**src/rtl/pps_clkgen_pkg.sv**
```systemverilog
package pps_clkgen_pkg;
  // Width needed to hold values 0..max_val, never less than one bit.
  function automatic int bits_for(input int max_val);
    if (max_val < 1) return 1;
    return $clog2(max_val + 1);
  endfunction
endpackage

```
**src/rtl/pps_tick_gen.sv**
```systemverilog
module pps_tick_gen #(
  parameter int PRESCALE = 16
) (
  input  logic clk,
  input  logic rst,
  input  logic en,
  output logic tick
);
  import pps_clkgen_pkg::*;
  localparam int DIV_W = bits_for(PRESCALE - 1);

  generate
    if (PRESCALE == 1) begin : g_direct
      always_ff @(posedge clk) begin
        if (rst || !en) tick <= 1'b0;
        else            tick <= 1'b1;
      end
    end else begin : g_divide
      logic [DIV_W-1:0] div_q;
      always_ff @(posedge clk) begin
        if (rst || !en) begin
          div_q <= '0;
          tick  <= 1'b0;
        end else if (div_q == DIV_W'(PRESCALE - 1)) begin
          div_q <= '0;
          tick  <= 1'b1;
        end else begin
          div_q <= div_q + 1'b1;
          tick  <= 1'b0;
        end
      end
    end
  endgenerate
endmodule

```
**src/rtl/pps_ref_edge.sv**
```systemverilog
module pps_ref_edge (
  input  logic clk,
  input  logic rst,
  input  logic en,
  input  logic tick,
  input  logic ref_in,
  output logic edge_hit
);
  logic sync1_q, sync2_q, prev_q;

  always_ff @(posedge clk) begin
    if (rst) begin
      sync1_q <= 1'b0;
      sync2_q <= 1'b0;
    end else begin
      sync1_q <= ref_in;
      sync2_q <= sync1_q;
    end
  end

  // While idle the previous sample tracks the level, so enabling with the
  // reference already high does not report an edge.
  always_ff @(posedge clk) begin
    if (rst)              prev_q <= 1'b0;
    else if (!en || tick) prev_q <= sync2_q;
  end

  assign edge_hit = en & tick & sync2_q & ~prev_q;
endmodule

```
**src/rtl/pps_phase_core.sv**
```systemverilog
module pps_phase_core #(
  parameter int CNT_MAX   = 3124,
  parameter int CMP_INIT  = 1563,
  parameter int ALIGN_OFS = 1,
  parameter int CW        = pps_clkgen_pkg::bits_for(CNT_MAX)
) (
  input  logic          clk,
  input  logic          rst,
  input  logic          en,
  input  logic          tick,
  input  logic          edge_hit,
  output logic [CW-1:0] cnt_q,
  output logic [CW-1:0] cmp_q,
  output logic          clk_out,
  output logic          match_stb,
  output logic          align_stb
);
  localparam int PERIOD = CNT_MAX + 1;

  logic          at_max, at_cmp;
  logic [CW:0]   sum_raw, sum_mod;
  logic [CW-1:0] new_cmp;

  assign at_max = (cnt_q == CW'(CNT_MAX));
  assign at_cmp = (cnt_q == cmp_q);

  // New compare point: live count plus one step plus the offset, modulo
  // the period; the maximum itself is avoided by moving to zero.
  always_comb begin
    sum_raw = {1'b0, cnt_q} + (CW+1)'(ALIGN_OFS + 1);
    if (sum_raw > (CW+1)'(CNT_MAX)) sum_mod = sum_raw - (CW+1)'(PERIOD);
    else                            sum_mod = sum_raw;
    if (sum_mod[CW-1:0] == CW'(CNT_MAX)) new_cmp = '0;
    else                                 new_cmp = sum_mod[CW-1:0];
  end

  always_ff @(posedge clk) begin
    if (rst || !en) begin
      cnt_q     <= '0;
      cmp_q     <= CW'(CMP_INIT);
      clk_out   <= 1'b0;
      match_stb <= 1'b0;
      align_stb <= 1'b0;
    end else begin
      match_stb <= 1'b0;
      align_stb <= 1'b0;
      if (tick) begin
        cnt_q     <= at_max ? '0 : cnt_q + 1'b1;
        match_stb <= at_cmp;
        align_stb <= edge_hit;
        if (at_cmp)      clk_out <= 1'b1;
        else if (at_max) clk_out <= 1'b0;
        if (edge_hit)    cmp_q   <= new_cmp;
      end
    end
  end
endmodule

```
**src/rtl/pps_marker_timer.sv**
```systemverilog
module pps_marker_timer #(
  parameter int MARK_TICKS = 625
) (
  input  logic clk,
  input  logic rst,
  input  logic en,
  input  logic tick,
  input  logic edge_hit,
  output logic marker
);
  import pps_clkgen_pkg::*;
  localparam int MW = bits_for(MARK_TICKS);

  logic [MW-1:0] left_q;

  always_ff @(posedge clk) begin
    if (rst || !en) begin
      left_q <= '0;
      marker <= 1'b0;
    end else if (tick) begin
      if (edge_hit) begin
        left_q <= MW'(MARK_TICKS);
        marker <= 1'b1;
      end else if (left_q != '0) begin
        left_q <= left_q - 1'b1;
        if (left_q == MW'(1)) marker <= 1'b0;
      end
    end
  end
endmodule

```
**src/rtl/pps_phase_clkgen.sv**
```systemverilog
module pps_phase_clkgen #(
  parameter int PRESCALE   = 16,
  parameter int CNT_MAX    = 3124,
  parameter int CMP_INIT   = 1563,
  parameter int ALIGN_OFS  = 1,
  parameter int MARK_TICKS = 625
) (
  input  logic clk,
  input  logic rst,
  input  logic en,
  input  logic ref_in,
  output logic clk_out,
  output logic marker,
  output logic match_stb,
  output logic align_stb
);
  import pps_clkgen_pkg::*;
  localparam int CW = bits_for(CNT_MAX);

  logic          tick_w;
  logic          edge_w;
  logic [CW-1:0] cnt_w;
  logic [CW-1:0] cmp_w;

  pps_tick_gen #(.PRESCALE(PRESCALE)) u_tick (
    .clk (clk),
    .rst (rst),
    .en  (en),
    .tick(tick_w)
  );

  pps_ref_edge u_edge (
    .clk     (clk),
    .rst     (rst),
    .en      (en),
    .tick    (tick_w),
    .ref_in  (ref_in),
    .edge_hit(edge_w)
  );

  pps_phase_core #(
    .CNT_MAX  (CNT_MAX),
    .CMP_INIT (CMP_INIT),
    .ALIGN_OFS(ALIGN_OFS),
    .CW       (CW)
  ) u_core (
    .clk      (clk),
    .rst      (rst),
    .en       (en),
    .tick     (tick_w),
    .edge_hit (edge_w),
    .cnt_q    (cnt_w),
    .cmp_q    (cmp_w),
    .clk_out  (clk_out),
    .match_stb(match_stb),
    .align_stb(align_stb)
  );

  pps_marker_timer #(.MARK_TICKS(MARK_TICKS)) u_mark (
    .clk     (clk),
    .rst     (rst),
    .en      (en),
    .tick    (tick_w),
    .edge_hit(edge_w),
    .marker  (marker)
  );
endmodule

```
**config.mk**
```make
export PLATFORM = sky130hd
export DESIGN_NAME = pps_phase_clkgen
export DESIGN_NICKNAME = d
export VERILOG_FILES = /design/src/rtl/pps_clkgen_pkg.sv /design/src/rtl/pps_tick_gen.sv /design/src/rtl/pps_ref_edge.sv /design/src/rtl/pps_phase_core.sv /design/src/rtl/pps_marker_timer.sv /design/src/rtl/pps_phase_clkgen.sv
export SDC_FILE = /design/constraint.sdc
export NUM_CORES = 1
export LEC_CHECK = 0
export BUFFER_PORTS_ARGS = -buffer_cell sky130_fd_sc_hd__buf_2
export CORE_ASPECT_RATIO = 1.25
export CORE_MARGIN = 5
export CORE_UTILIZATION = 40
export DETAILED_ROUTE_END_ITERATION = 10
export HOLD_SLACK_MARGIN = 0.12
export SYNTH_ARGS = -nofsm -noshare
export SYNTH_HDL_FRONTEND = slang
export SYNTH_SLANG_ARGS = --single-unit
export TNS_END_PERCENT = 100
```
**constraint.sdc**
```tcl
create_clock -name clk -period 3.7 [get_ports clk]
set_clock_uncertainty 0.2 [all_clocks]
set_input_delay 0.555 -clock clk [delete_from_list [all_inputs] [get_ports clk]]
set_output_delay 0.555 -clock clk [all_outputs]
set_load 0.03 [all_outputs]
```
=== After elaboration in Yosys (flattened, before gate mapping) ===
Index checks and enable logic that the tools add are counted.
W data, S select, Z words.

* Magnitude comparators: 1
* Reduce and logical (&&, ||, !) cells: 13
* Bitwise operators: 5
* Muxes and demuxes: 11
* Equal/unequal tests: 5
* Add/sub/neg operators: 5

{| class="wikitable"
|+ Operator list
! cell !! count
|-
| $mux W12 || 3
|-
| $eq A12 B12 Y1 const B || 2
|-
| $mux W10 || 2
|-
| $add A12 B2 Y13 const B || 1
|-
| $gt A13 B12 Y1 const B || 1
|-
| $add A12 B1 Y12 const B || 1
|-
| $eq A12 B12 Y1 || 1
|-
| $sub A12 B12 Y12 const B || 1
|-
| $eq A10 B1 Y1 const B || 1
|-
| $reduce_bool A10 Y1 || 1
|-
| $sub A10 B1 Y10 const B || 1
|-
| $mux W1 || 6
|-
| $reduce_and A2 Y1 || 3
|-
| $reduce_bool A2 Y1 || 3
|-
| $add A4 B1 Y4 const B || 1
|-
| $eq A4 B4 Y1 const B || 1
|-
| $reduce_or A2 Y1 || 2
|-
| $and A1 B1 Y1 || 3
|-
| $reduce_and A3 Y1 || 1
|-
| $logic_or A1 B1 Y1 || 2
|-
| $not A1 Y1 || 2
|-
| $logic_not A1 Y1 || 1
|}

* Flip-flop bits (word level): 46
* Input port bits: 4
* Word-level logic and storage cells: 52

=== Logic depth before layout (Yosys ltp) ===
* Depth in word-level cells: 5
* Depth in mapped cells: 10
* Mapped depth without buffers: 9

=== Cells and area by module ===
From an unflattened synthesis, not the netlist that was laid out.

* Cell total of the unflattened synthesis: 335
* Area total of the unflattened synthesis: 2866.5 um^2

{| class="wikitable"
|+ Modules (own cells, without submodules)
! module !! sequential area each (um^2) !! area an instance (um^2) !! times used !! cells each
|-
| pps_phase_core || 540.5 || 1920.6 || 1 || 232
|-
| pps_marker_timer || 220.2 || 645.6 || 1 || 75
|-
| pps_tick_gen || 100.1 || 185.2 || 1 || 18
|-
| pps_ref_edge || 60.1 || 115.1 || 1 || 10
|}

=== Worst setup path after synthesis ===
OpenSTA, ideal clock, no wires.

* Kind: flip-flop to flip-flop
* From: register u_core.cnt_q[1]
* To: register u_core.cmp_q[4]
* Slack: 0.875 ns
* Stages on the path, launching flop included: 11
* Buffers on the path: 1
* Data arrival time: 2.496 ns
* Setup time: 0.129 ns
* Clock period less this slack: 2.825 ns
* Path through: dfxtp_1 > buf_2 > inv_1 > ha_1 > nor2_1 > nor3_1 > a2111oi_0 > nand4_1 > a2111o_1 > a2111oi_4 > o31ai_1

* Longest elaborated chain between the ends: 5
* Elaborated cells on any way between the ends: 6
* Those cells by class: 2 x add/sub; 1 x order compare; 1 x eq/ne; 2 x mux

{| class="wikitable"
|+ RTL lines
! element !! line !! RTL
|-
| start: declaration || pps_phase_core.sv:12 || <nowiki>output logic [CW-1:0] cnt_q,</nowiki>
|-
| start signal: assignment || pps_phase_core.sv:48 || <nowiki>cnt_q <= at_max ? '0 : cnt_q + 1'b1;</nowiki>
|-
| $add A12 B2 Y13 (*) || pps_phase_core.sv:30 || <nowiki>sum_raw = {1'b0, cnt_q} + (CW+1)'(ALIGN_OFS + 1);</nowiki>
|-
| $sub A12 B12 Y12 or $gt A13 B12 Y1 (tied branches) || pps_phase_core.sv:31 || <nowiki>if (sum_raw > (CW+1)'(CNT_MAX)) sum_mod = sum_raw - (CW+1)'(PERIOD);</nowiki>
|-
| $mux W12 (*) || pps_phase_core.sv:31 ||
|-
| $eq A12 B12 Y1 || pps_phase_core.sv:33 || <nowiki>if (sum_mod[CW-1:0] == CW'(CNT_MAX)) new_cmp = '0;</nowiki>
|-
| $mux W12 (*) || pps_phase_core.sv:33 ||
|-
| end signal: assignment || pps_phase_core.sv:40 || <nowiki>cmp_q <= CW'(CMP_INIT);</nowiki>
|-
| end signal: assignment || pps_phase_core.sv:53 || <nowiki>if (edge_hit) cmp_q <= new_cmp;</nowiki>
|-
| end: declaration || pps_phase_core.sv:13 || <nowiki>output logic [CW-1:0] cmp_q,</nowiki>
|}

Mark *: on every way between the ends. The rest lies on a longest branch, timed or not.
A chain may end at the register's enable or synchronous reset.

=== Final worst setup path ===
* From: register u_core.cnt_q[2]
* To: register u_core.cmp_q[2]

The elaborated chain is that of the path after synthesis.

==> results.md <==
- Sequential fraction of the synthesis area: 33.0%
- Placed insts: 419
- Antenna-violating nets left: 0
- Synth cell count leaders: 46 x dfxtp_1, 39 x nor2_1, 33 x xnor2_1
- RSZ-0062 raised after global routing: no
- FF-to-FF Start: u_core.cnt_q[2]$_SDFFE_PP0P_
- Post-synthesis simple-gate area fraction: 23.4%
- WL final: between 6000 and 7000 µm
- Share of the synthesized area in the top cell type: between 30% and 40%
- DP HPWL: 4930 µm
- Clk buf depth: 2
- Reg2reg setup slack: between 0.3 and 0.4 ns
- Avg Cell Area, Syn: slightly above 8 µm²
- Grt total ovfl: 0
- Static leakage: 0.960 nW
- Vias in the first global route: ~2300
- Core area: 6890 µm²
- Status: finished clean
- Worst setup margin: roughly 0.36 ns
- Vias: between 2000 and 2500
- Post-synth cell types: 52
- Worst EP arrival: 3.32 ns
- WL per Instance: 15.3 µm
- Post-synthesis xor/xnor area fraction: around 15%
- First-pass GRT wire length: roughly 11000 µm
- DR pass1 iterations: 4
- # hold bufs at CTS: 0
- Worst r2r path cells: 8
- Worst-Skew Late Latency: 0.30 ns
- Seq cells post-synth: 46
- Total Neg Setup Slack: 0 ns
- Slew Limit Fails: 0
- Antenna Cells: 0
- Max Fclk: 299 MHz
- Vias per std cell: 5.52
- Synth Area in Adders: 4.49%
- Crit Path Class: reg -> reg
- CTS tree: done
- Initial antenna violation count: 0
- Worst Setup Start Kind: register
- Synthesized instance count: 336
- Minimum clock period: ~3.3 ns
- Worst EP required: 3.67 ns
- Drc violations: 0
- Post-Place Setup Slack: 0.388 ns
- Syn-to-layout area delta: 5.97%
- PortBufs: 7
- CP Capture Type: register
- Synth Warn #: 0
- Post-CTS Setup Inserts: 0
- Worst-Margin Slew: 0.716 ns
- Largest family of logic cells by synthesized area: simple AND/OR/NAND/NOR gates
- Class of the worst hold path: reg -> reg
- Post-CTS sizing: 0
- Synth area leaders: dfxtp_1 33%, xnor2_1 10%, nor2_1 5.2%, ha_1 4.5%, xor2_1 4.1%
- Top-count cell post-synth: dfxtp_1
- Max-cap viol count: 0
- Hold Path Origin: u_edge.sync1_q$_SDFF_PP0_
- Clk sinks: 46
- Synth Cell Area: 2790 µm²
- Fin nets: 350
- Max VDD drop: around 0.00014 V
- CTS buffer count: 5
- Non-Filler Instances: ~430
- WHS: 0.245 ns
- Ys async rst share: 0%
- Clock root buffer: clkbuf_8
- Post-synth EDFFs: 0
- Total power: 0.815 mW
- Largest net degree at the start of global routing: 17
- RR Endpoint: u_core.cmp_q[2]$_SDFFE_PP0P_
- WHS Path Cells: 1
- Starting DRT DRC Count: 90
- Mux share of post-synthesis cell area: 0.359%
- Complex-gate fraction of the synthesized area: 17.9%
- Final Hold Fails: 0
- Cell taking the most area after synthesis: dfxtp_1
- Slew HR: 51.6%
- Die ar.: slightly below 9000 µm²
- GRT Overall Usage: between 10% and 20%
- Power Density: 276 nW/µm²
- Syn Nets: 350
- Crit Path Max Fanout: 14
- Hold Path Sink: u_edge.sync2_q$_SDFF_PP0_
- Number of placed I/O pins: 8
- Worst-path clk slew: 0.09 ns
- Setup violations, final: 0
- CP Launch Point: u_core.cnt_q[2]$_SDFFE_PP0P_
- Fraction of layout cells with a size suffix above 1: 8.04%
- # rows: 34
- Post-route clock period utilization: 90.4%
- Die height: 103 µm
- Width of the die: between 80 and 90 µm
- Initial core utilization: 40.5%
- GPL Wtd Cong: 0.921
- H-tree levels: 2
- Prevailing post-synth register cell: dfxtp_1
final cells by class:
| type | count | area [µm²] |
|---|---|---|
| repair buffers | 14 | 87.6 |
| clock buffers | 5 | 68.8 |
| flip-flops and latches | 46 | 921 |
| fillers | 725 | 3940 |
| well taps | 90 | 113 |
| inverters | 10 | 37.5 |
| clock inverters | 2 | 10.0 |
| multi-input cells | 259 | 1720 |
layer usage:
layer	GRT usage (%)	vias up	part of all wire (%)	routed length, µm
met5	0	-	0	0
met4	6.33	0	2.8	181
met3	1.90	12	2.8	181
met2	29.4	42	50	3260
met1	18.5	1115	45	2910
li1	-	1182	-	-
flip-flops by register name (all words and copies together), names as in the netlist:
register	count
u_core.clk_out	1
u_core.cmp_q	12
u_mark.left_q	10
u_core.cnt_q	12
u_tick.g_divide.div_q	4
u_edge.prev_q	1
u_core.match_stb	1
u_edge.sync1_q	1
u_edge.sync2_q	1
u_core.align_stb	1
u_tick.tick	1
u_mark.marker	1
worst max-delay path: stages (launching register included):
cell	delay, ns
dfxtp_1	0.64
ha_1	0.44
and3_1	0.22
o2111ai_1	0.19
a211oi_4	0.45
a21o_1	0.29
nand3_1	0.20
a2111oi_4	0.48
o31ai_1	0.12
cells in the final DEF (no fill, tap or decap), types with 2 or more instances in the layout:
cell      count
a211o_1       2
a211oi_1      3
a21boi_0      2
a21o_1        4
a21oi_1      17
a31oi_1       2
and3_1        5
buf_2         7
buf_4         7
clkbuf_8      5
clkinv_2      2
dfxtp_1      46
ha_1         10
inv_1        10
nand2_1      20
nand3_1      20
nand4_1       8
nand4b_1      4
nor2_1       39
nor2b_1       4
nor3_1       11
nor4_1        7
o211ai_1      2
o21ai_0      17
o221ai_1      2
o31ai_1       9
or3_1         3
xnor2_1      33
xor2_1       13
worst max-delay path by stage:
stage / endpoint
2_1_floorplan: u_core.cmp_q[4]$_SDFFE_PP1P_
3_3_place_gp: u_core.cmp_q[2]$_SDFFE_PP0P_
3_5_place_dp: u_core.cmp_q[2]$_SDFFE_PP0P_
4_1_cts: u_core.cmp_q[2]$_SDFFE_PP0P_
5_1_grt: u_core.cmp_q[2]$_SDFFE_PP0P_
6_report: u_core.cmp_q[2]$_SDFFE_PP0P_
stage by stage:
| stage | util, % | instance area [µm²] |
|---|---|---|
| 3_5_place_dp | 41.7 | 2880 |
| 5_1_grt | 42.9 | 2960 |
| 2_1_floorplan | - | 2790 |
| 4_1_cts | 42.9 | 2960 |
| 6_report | 42.9 | 2960 |
| 3_3_place_gp | 41.7 | 2880 |
cells by family after synthesis:
| group | count (synthesis) |
|---|---|
| AND/OR/NAND/NOR | 130 |
| AO/OA/AOI/OAI | 71 |
| XOR/XNOR | 47 |
| flip-flops | 46 |
| buffers and inverters | 31 |
| adder cells (fa/ha/maj) | 10 |
| multiplexers | 1 |
report_power, final:
part	total (mW)	switching, mW	internal (mW)
sequential	0.499	0.00167	0.497
clock	0.299	0.172	0.127
combinational	0.0172	0.0116	0.00553
Note: power is estimated with default switching activity, not from simulation.
